### config.mk
export PLATFORM = sky130hd
export DESIGN_NAME = tach_capture_timer
export DESIGN_NICKNAME = d
export VERILOG_FILES = /design/src/rtl/tach_timer_pkg.sv /design/src/rtl/tach_presc.sv /design/src/rtl/tach_chan.sv /design/src/rtl/tach_capture_timer.sv
export SDC_FILE = /design/constraint.sdc
export NUM_CORES = 1
export LEC_CHECK = 0
export BUFFER_PORTS_ARGS = -buffer_cell sky130_fd_sc_hd__buf_2
export CELL_PAD_IN_SITES_DETAIL_PLACEMENT = 1
export CELL_PAD_IN_SITES_GLOBAL_PLACEMENT = 1
export CORE_MARGIN = 2
export CORE_UTILIZATION = 49
export DETAILED_ROUTE_END_ITERATION = 8
export GPL_TIMING_DRIVEN = 0
export PLACE_DENSITY = 0.89
export REMOVE_ABC_BUFFERS = 1
export SLEW_MARGIN = 25
export SYNTH_ARGS = -nofsm -noshare
export SYNTH_HDL_FRONTEND = slang
export SYNTH_SLANG_ARGS = --single-unit
### constraint.sdc
create_clock -name clk_i -period 2.85 [get_ports clk_i]
set_input_delay 0.57 -clock clk_i [delete_from_list [all_inputs] [get_ports clk_i]]
set_output_delay 0.57 -clock clk_i [all_outputs]
set_load 0.02 [all_outputs]
### src/rtl/tach_timer_pkg.sv
package tach_timer_pkg;
  localparam int REG_AW = 4;

  localparam logic [REG_AW-1:0] RA_CNT_A = 4'd0;
  localparam logic [REG_AW-1:0] RA_CNT_B = 4'd1;
  localparam logic [REG_AW-1:0] RA_CAP_A = 4'd2;
  localparam logic [REG_AW-1:0] RA_CAP_B = 4'd3;
  localparam logic [REG_AW-1:0] RA_CMP_A = 4'd4;
  localparam logic [REG_AW-1:0] RA_CMP_B = 4'd5;
  localparam logic [REG_AW-1:0] RA_PRE   = 4'd6;
  localparam logic [REG_AW-1:0] RA_RUN   = 4'd7;
  localparam logic [REG_AW-1:0] RA_MODE  = 4'd8;
  localparam logic [REG_AW-1:0] RA_PEND  = 4'd9;
  localparam logic [REG_AW-1:0] RA_CLR   = 4'd10;
  localparam logic [REG_AW-1:0] RA_IEN   = 4'd11;
  localparam logic [REG_AW-1:0] RA_MCFG  = 4'd12;
  localparam logic [REG_AW-1:0] RA_SEL_A = 4'd13;
  localparam logic [REG_AW-1:0] RA_SEL_B = 4'd14;

  localparam int FLG_W     = 6;
  localparam int FLG_CAP_A = 0;
  localparam int FLG_CAP_B = 1;
  localparam int FLG_TO_A  = 4;
  localparam int FLG_TO_B  = 5;

  localparam int MODE_W   = 5;
  localparam int MD_EDGE0 = 2;  // edge select of channel n sits at MD_EDGE0 + n
  localparam int MD_CAP   = 4;
endpackage

### src/rtl/tach_presc.sv
module tach_presc #(
  parameter int PRE_W = 8
) (
  input  logic             clk_i,
  input  logic             rst_ni,
  input  logic [PRE_W-1:0] div_i,
  input  logic             restart_i,
  output logic             tick_o
);
  logic [PRE_W-1:0] pre_q;

  assign tick_o = (pre_q == div_i);

  always_ff @(posedge clk_i or negedge rst_ni) begin
    if (!rst_ni)        pre_q <= '0;
    else if (restart_i) pre_q <= '0;
    else if (tick_o)    pre_q <= '0;
    else                pre_q <= pre_q + PRE_W'(1);
  end

  a_r3_no_early_tick: assert property (@(posedge clk_i) disable iff (!rst_ni)
    (tick_o && div_i != '0 && !restart_i) |=> !tick_o);
endmodule

### src/rtl/tach_chan.sv
module tach_chan #(
  parameter int CNT_W = 16
) (
  input  logic             clk_i,
  input  logic             rst_ni,
  input  logic             tach_i,
  input  logic             tick_i,
  input  logic             run_i,
  input  logic             en_i,
  input  logic             rise_i,
  input  logic             cap_mode_i,
  input  logic             ld_i,
  input  logic [CNT_W-1:0] ld_val_i,
  input  logic [CNT_W-1:0] cmp_i,
  input  logic             cmp_en_i,
  output logic [CNT_W-1:0] cnt_o,
  output logic [CNT_W-1:0] cap_o,
  output logic             hit_o,
  output logic             match_o
);
  logic [2:0]       sync_q;  // [0],[1] synchronizer, [2] edge history
  logic [CNT_W-1:0] cnt_q, cap_q, dec;
  logic             rise_ev, fall_ev, step;

  always_ff @(posedge clk_i or negedge rst_ni) begin
    if (!rst_ni) sync_q <= '0;
    else         sync_q <= {sync_q[1:0], tach_i};
  end

  assign rise_ev = sync_q[1] & ~sync_q[2];
  assign fall_ev = ~sync_q[1] & sync_q[2];
  assign hit_o   = en_i & cap_mode_i & (rise_i ? rise_ev : fall_ev);
  assign step    = run_i & tick_i;
  assign dec     = cnt_q - CNT_W'(1);
  assign match_o = step & ~ld_i & ~hit_o & cmp_en_i & (dec == cmp_i);

  always_ff @(posedge clk_i or negedge rst_ni) begin
    if (!rst_ni)    cnt_q <= '1;
    else if (ld_i)  cnt_q <= ld_val_i;
    else if (hit_o) cnt_q <= '1;
    else if (step)  cnt_q <= dec;
  end

  always_ff @(posedge clk_i or negedge rst_ni) begin
    if (!rst_ni)    cap_q <= '0;
    else if (hit_o) cap_q <= cnt_q;
  end

  assign cnt_o = cnt_q;
  assign cap_o = cap_q;

  a_r2_hold_when_stopped: assert property (@(posedge clk_i) disable iff (!rst_ni)
    (!run_i && !ld_i && !hit_o) |=> $stable(cnt_q));
  a_r2_step_down: assert property (@(posedge clk_i) disable iff (!rst_ni)
    (step && !ld_i && !hit_o) |=> (cnt_q == $past(cnt_q) - CNT_W'(1)));
  a_r4_load_wins: assert property (@(posedge clk_i) disable iff (!rst_ni)
    ld_i |=> (cnt_q == $past(ld_val_i)));
  a_r5_reload: assert property (@(posedge clk_i) disable iff (!rst_ni)
    (hit_o && !ld_i) |=> (cnt_q == '1));
  a_r5_latch: assert property (@(posedge clk_i) disable iff (!rst_ni)
    hit_o |=> (cap_q == $past(cnt_q)));
endmodule

### src/rtl/tach_capture_timer.sv
module tach_capture_timer
  import tach_timer_pkg::*;
#(
  parameter int CNT_W = 16,
  parameter int PRE_W = 8,
  parameter int SEL_W = 4
) (
  input  logic              clk_i,
  input  logic              rst_ni,
  input  logic              bus_we_i,
  input  logic [REG_AW-1:0] bus_addr_i,
  input  logic [CNT_W-1:0]  bus_wdata_i,
  output logic [CNT_W-1:0]  bus_rdata_o,
  input  logic              tach_a_i,
  input  logic              tach_b_i,
  output logic              irq_o
);
  localparam int NCH = 2;

  logic [PRE_W-1:0]  div_q;
  logic [NCH-1:0]    run_q, mcfg_q;
  logic [MODE_W-1:0] mode_q;
  logic [FLG_W-1:0]  pend_q, ien_q, set, clr;
  logic [CNT_W-1:0]  cmp_q [NCH];
  logic [SEL_W-1:0]  sel_q [NCH];
  logic [CNT_W-1:0]  cnt [NCH];
  logic [CNT_W-1:0]  cap [NCH];
  logic [NCH-1:0]    hit, match, tach, ld;
  logic              tick, wr_pre;

  assign tach   = {tach_b_i, tach_a_i};
  assign wr_pre = bus_we_i && (bus_addr_i == RA_PRE);

  tach_presc #(.PRE_W(PRE_W)) u_presc (
    .clk_i    (clk_i),
    .rst_ni   (rst_ni),
    .div_i    (div_q),
    .restart_i(wr_pre),
    .tick_o   (tick)
  );

  for (genvar ch = 0; ch < NCH; ch++) begin : g_chan
    assign ld[ch] = bus_we_i && (bus_addr_i == ((ch == 0) ? RA_CNT_A : RA_CNT_B));

    tach_chan #(.CNT_W(CNT_W)) u_chan (
      .clk_i     (clk_i),
      .rst_ni    (rst_ni),
      .tach_i    (tach[ch]),
      .tick_i    (tick),
      .run_i     (run_q[ch]),
      .en_i      (mode_q[ch]),
      .rise_i    (mode_q[MD_EDGE0+ch]),
      .cap_mode_i(mode_q[MD_CAP]),
      .ld_i      (ld[ch]),
      .ld_val_i  (bus_wdata_i),
      .cmp_i     (cmp_q[ch]),
      .cmp_en_i  (mcfg_q[ch]),
      .cnt_o     (cnt[ch]),
      .cap_o     (cap[ch]),
      .hit_o     (hit[ch]),
      .match_o   (match[ch])
    );
  end

  always_comb begin
    set            = '0;
    set[FLG_CAP_A] = hit[0];
    set[FLG_CAP_B] = hit[1];
    set[FLG_TO_A]  = match[0];
    set[FLG_TO_B]  = match[1];
    clr = (bus_we_i && bus_addr_i == RA_CLR) ? bus_wdata_i[FLG_W-1:0] : '0;
  end

  always_ff @(posedge clk_i or negedge rst_ni) begin
    if (!rst_ni) begin
      div_q  <= '0;
      run_q  <= '0;
      mode_q <= '0;
      pend_q <= '0;
      ien_q  <= '0;
      mcfg_q <= '0;
      for (int i = 0; i < NCH; i++) begin
        cmp_q[i] <= '0;
        sel_q[i] <= '0;
      end
    end else begin
      pend_q <= (pend_q & ~clr) | set;  // set wins over clear
      if (bus_we_i) begin
        case (bus_addr_i)
          RA_PRE:   div_q    <= bus_wdata_i[PRE_W-1:0];
          RA_RUN:   run_q    <= bus_wdata_i[NCH-1:0];
          RA_MODE:  mode_q   <= bus_wdata_i[MODE_W-1:0];
          RA_IEN:   ien_q    <= bus_wdata_i[FLG_W-1:0];
          RA_MCFG:  mcfg_q   <= bus_wdata_i[NCH-1:0];
          RA_CMP_A: cmp_q[0] <= bus_wdata_i;
          RA_CMP_B: cmp_q[1] <= bus_wdata_i;
          RA_SEL_A: sel_q[0] <= bus_wdata_i[SEL_W-1:0];
          RA_SEL_B: sel_q[1] <= bus_wdata_i[SEL_W-1:0];
          default: ;
        endcase
      end
    end
  end

  always_comb begin
    case (bus_addr_i)
      RA_CNT_A: bus_rdata_o = cnt[0];
      RA_CNT_B: bus_rdata_o = cnt[1];
      RA_CAP_A: bus_rdata_o = cap[0];
      RA_CAP_B: bus_rdata_o = cap[1];
      RA_CMP_A: bus_rdata_o = cmp_q[0];
      RA_CMP_B: bus_rdata_o = cmp_q[1];
      RA_PRE:   bus_rdata_o = CNT_W'(div_q);
      RA_RUN:   bus_rdata_o = CNT_W'(run_q);
      RA_MODE:  bus_rdata_o = CNT_W'(mode_q);
      RA_PEND:  bus_rdata_o = CNT_W'(pend_q);
      RA_IEN:   bus_rdata_o = CNT_W'(ien_q);
      RA_MCFG:  bus_rdata_o = CNT_W'(mcfg_q);
      RA_SEL_A: bus_rdata_o = CNT_W'(sel_q[0]);
      RA_SEL_B: bus_rdata_o = CNT_W'(sel_q[1]);
      default:  bus_rdata_o = '0;
    endcase
  end

  assign irq_o = |(pend_q & ien_q);

  a_r8_set_wins: assert property (@(posedge clk_i) disable iff (!rst_ni)
    (|set) |=> ((pend_q & $past(set)) == $past(set)));
  a_r8_w1c: assert property (@(posedge clk_i) disable iff (!rst_ni)
    (|(clr & ~set)) |=> ((pend_q & $past(clr & ~set)) == '0));
  a_r9_irq_cause: assert property (@(posedge clk_i) disable iff (!rst_ni)
    $rose(irq_o) |-> $past((|set) || (bus_we_i && bus_addr_i == RA_IEN)));
endmodule

==> metrics.csv <==
stage,metric,value,unit
synth,ys_seq_area_frac,0.444,
die,rows,47,
timing,maxSlewViolCount,0,
clock_tree,cts_tree,yes,
pwr,p_leak,3.86,nW
job,maxCapViolCount,0,
timing,finClkSkew,0.00985,ns
worst_setup_path,path_class,input port to output port,
grt,grt_usage,0.335,
timing,clock.fmax,357,MHz
grt,grt_first_pass_wirelength,46.2,mm
placed_design,dpl.hpwl,18.2,mm
timing,final-setup-viol-count,0,
die,core_area,16600,um2
drt,finalWirelength,29.2,mm
layout,syn_to_final_growth,12.1,%
synth,synth_edf_count,0,
synth,synth_fa_ha_area_frac,0.00448,
clock_tree,cts_max_level,4,
worst_setup_path,startpoint_type,input port,
layout,post-route-util,0.564,
die,die-area,18200,um2
die,die_w,135,um
pwr,powerDensity,868,nW/um2
worst_hold_path,hold_class,input port to asynchronous set/reset pin,
drt,routed_via_density,6.69,
grt,antenna_found_initial,0,
worst_setup_path,path_max_fanout,27,
synth,synth_top_family_by_area,simple AND/OR/NAND/NOR gates,
synth,syn_area_per_cell,9.92,um2
synth,yosysWarnings,0,
clock_tree,clockBufferDepth,2,
synth,ys_ff_latch,147,
placed_design,dp.cells,1057,
timing,worstMarginPinSlew,0.959,ns
drt,wire_per_inst,26.8,um
timing,max_slew_margin,0.358,
timing,rsz0062_at_grt,no,
pwr,p_total,8.15,mW
drt,firstDrtPassIters,6,
timing,setup_ws,0.0478,ns
worst_setup_path,crit_arrival,2.23,ns
synth,synth_compound_gate_area_share,0.127,
timing,tns,0,ns
layout,fin_cells,1091,
clock_tree,cts_sinks,147,
die,start_util,0.503,
timing,fin_crit_sh,0.983,
die,die_h,135,um
layout,final_nets,886,
clock_tree,clk_pin_slew,0.07,ns
outcome,status,"complete, no violations",
clock_tree,clk_latency,0.45,ns
grt,grt_max_degree,87,
worst_setup_path,crit_path_end_kind,output port,
layout,antennaDiodeCount,0,
synth,synth-xor-area-share,0.0868,
synth,synth.distinct_cells,69,
clock_tree,clockRootBuffer,clkbuf_16,
drt,drc,0,
die,io_pins,42,
grt,grt_pass1_vias,7722,
grt,grt-ovfl-total,0,
synth,yosys.area_share.simple,0.175,
placed_design,pre_cts_slack,-0.415,ns
synth,synth.area.mux_share,0.122,
timing,fin_crit,2.80,ns
layout,drive_above_1_share,0.269,
synth,synthFlopType,dfrtp_1,
pwr,ir_worst_vdd,0.542,mV
worst_setup_path,r2r_slack,0.14,ns
drt,antenna_left,0,
synth,async_flop_share,1.00,
placed_design,gp_congestion,0.897,
synth,syn-cell-area,8370,um2
clock_tree,cts_buffers,17,
drt,drt-initial-drc-count,915,
worst_setup_path,worstPathRequired,2.28,ns
synth,synthCells,844,
drt,num_vias,7302,
timing,hold_viol,0,
placed_design,io_buffer_count,41,
-- cell type report --
type	count	area (um2)
clock inverter	15	158
inverter	7	26.3
clock buffer	17	425
sequential	147	3720
multi-input combinational	629	4440
tap	220	275
fill	1802	7250
timing repair buffer	56	349
-- cells in the mapped netlist, types with 4 or more instances --
master    instances  area [um2]
inv_1             7        26.3
clkbuf_1         44         165
nand3_1          31         155
a22oi_1          39         293
and3_1           10        62.6
nor3b_1           5        37.5
mux2i_1           9        90.1
mux2_2           83         935
a21oi_1          42         210
o21ai_0          19        95.1
xor2_1           48         420
nor2b_1           8        50.1
o22ai_1           4        25.0
xnor2_1          35         307
o211ai_1          6        45.0
nand2_1          96         360
or4_1             5        37.5
buf_2             5        25.0
nor3_1           18        90.1
nand2b_1          6        37.5
nor2_1           66         248
nand4_1          15        93.8
a222oi_1          4        40.0
buf_6             5        56.3
a31oi_1           9        56.3
dfrtp_1         115        2880
nor4_1           12        75.1
dfstp_2          32         841
-- path summary, 6_finish.rpt --
check	from	end	cells past startpoint
max in group asynchronous	rst_ni	g_chan[1].u_chan.cnt_o[14]	2
worst min-delay path	rst_ni	g_chan[1].u_chan.sync_q[0]	1
min in group clk_i	tach_a_i	g_chan[0].u_chan.sync_q[0]	1
worst max register to register	g_chan[1].u_chan.cnt_o[0]	pend_q[5]	8
worst min register to register	g_chan[0].u_chan.sync_q[0]	g_chan[0].u_chan.sync_q[1]	0
worst max-delay path	bus_addr_i[2]	bus_rdata_o[7]	7
-- through the flow --
step / hold WS, ns / area [um2]
floorplan: 0.274 / 8060
global placement: 0.333 / 8540
detailed placement: 0.342 / 8700
CTS: 0.0779 / 9330
global route: 0.0743 / 9390
finish: 0.0396 / 9390
-- power breakdown --
group	switching [mW]	total (mW)	internal, mW
registers	0.922	3.74	2.82
clock network	1.06	2.30	1.24
logic	1.15	2.10	0.957
-- cells in the final DEF (no fill, tap or decap), types with 10 or more instances in the layout --
cell type	instances
mux2_2	83
clkbuf_16	17
nand2_1	96
a22oi_1	38
xor2_1	48
buf_2	44
a21oi_1	40
nand3_1	31
dfrtp_1	115
nor2_1	64
nor3_1	15
nand4_1	15
and3_1	10
o21ai_0	19
xnor2_1	35
dfstp_2	32
-- flip-flops by register name (all words and copies together) (netlist names), 6 cells and up --
| register | flops |
|---|---|
| pend_q | 6 |
| g_chan.u_chan.sync_q | 6 |
| div_q | 8 |
| g_chan.u_chan.cap_o | 32 |
| cmp_q | 32 |
| sel_q | 8 |
| ien_q | 6 |
| u_presc.pre_q | 8 |
| g_chan.u_chan.cnt_o | 32 |
-- critical path: stages --
cell and delay, ns:
buf_4 0.23, nor4_2 0.46, buf_2 0.29, buf_4 0.19, a22oi_1 0.13, nand3_1 0.15, buf_2 0.19
-- logic make-up after synthesis --
group           Yosys count
buf+inv                  69
simple gates            294
compound gates          156
xor+xnor                 83
flops                   147
fa+ha+maj                 3
mux                      92
-- repair_timing --
| item | 4_1_cts | 5_1_grt |
|---|---|---|
| setup buffers | 0 | 1 |
| resized for setup | 11 | 7 |
| setup endpoints to repair | 32 | 14 |
| hold buffers | 0 | 0 |
| cloned | 0 | 1 |
-- routing by layer --
layer | vias up | GRT usage | wire, um
met4 | 0 | 0.163 | 1340
met1 | 3750 | 0.436 | 11700
li1 | 3061 | - | -
met3 | 105 | 0.0796 | 2260
met5 | - | 0 | 0
met2 | 386 | 0.528 | 13900
Note: power is estimated with default switching activity, not from simulation.
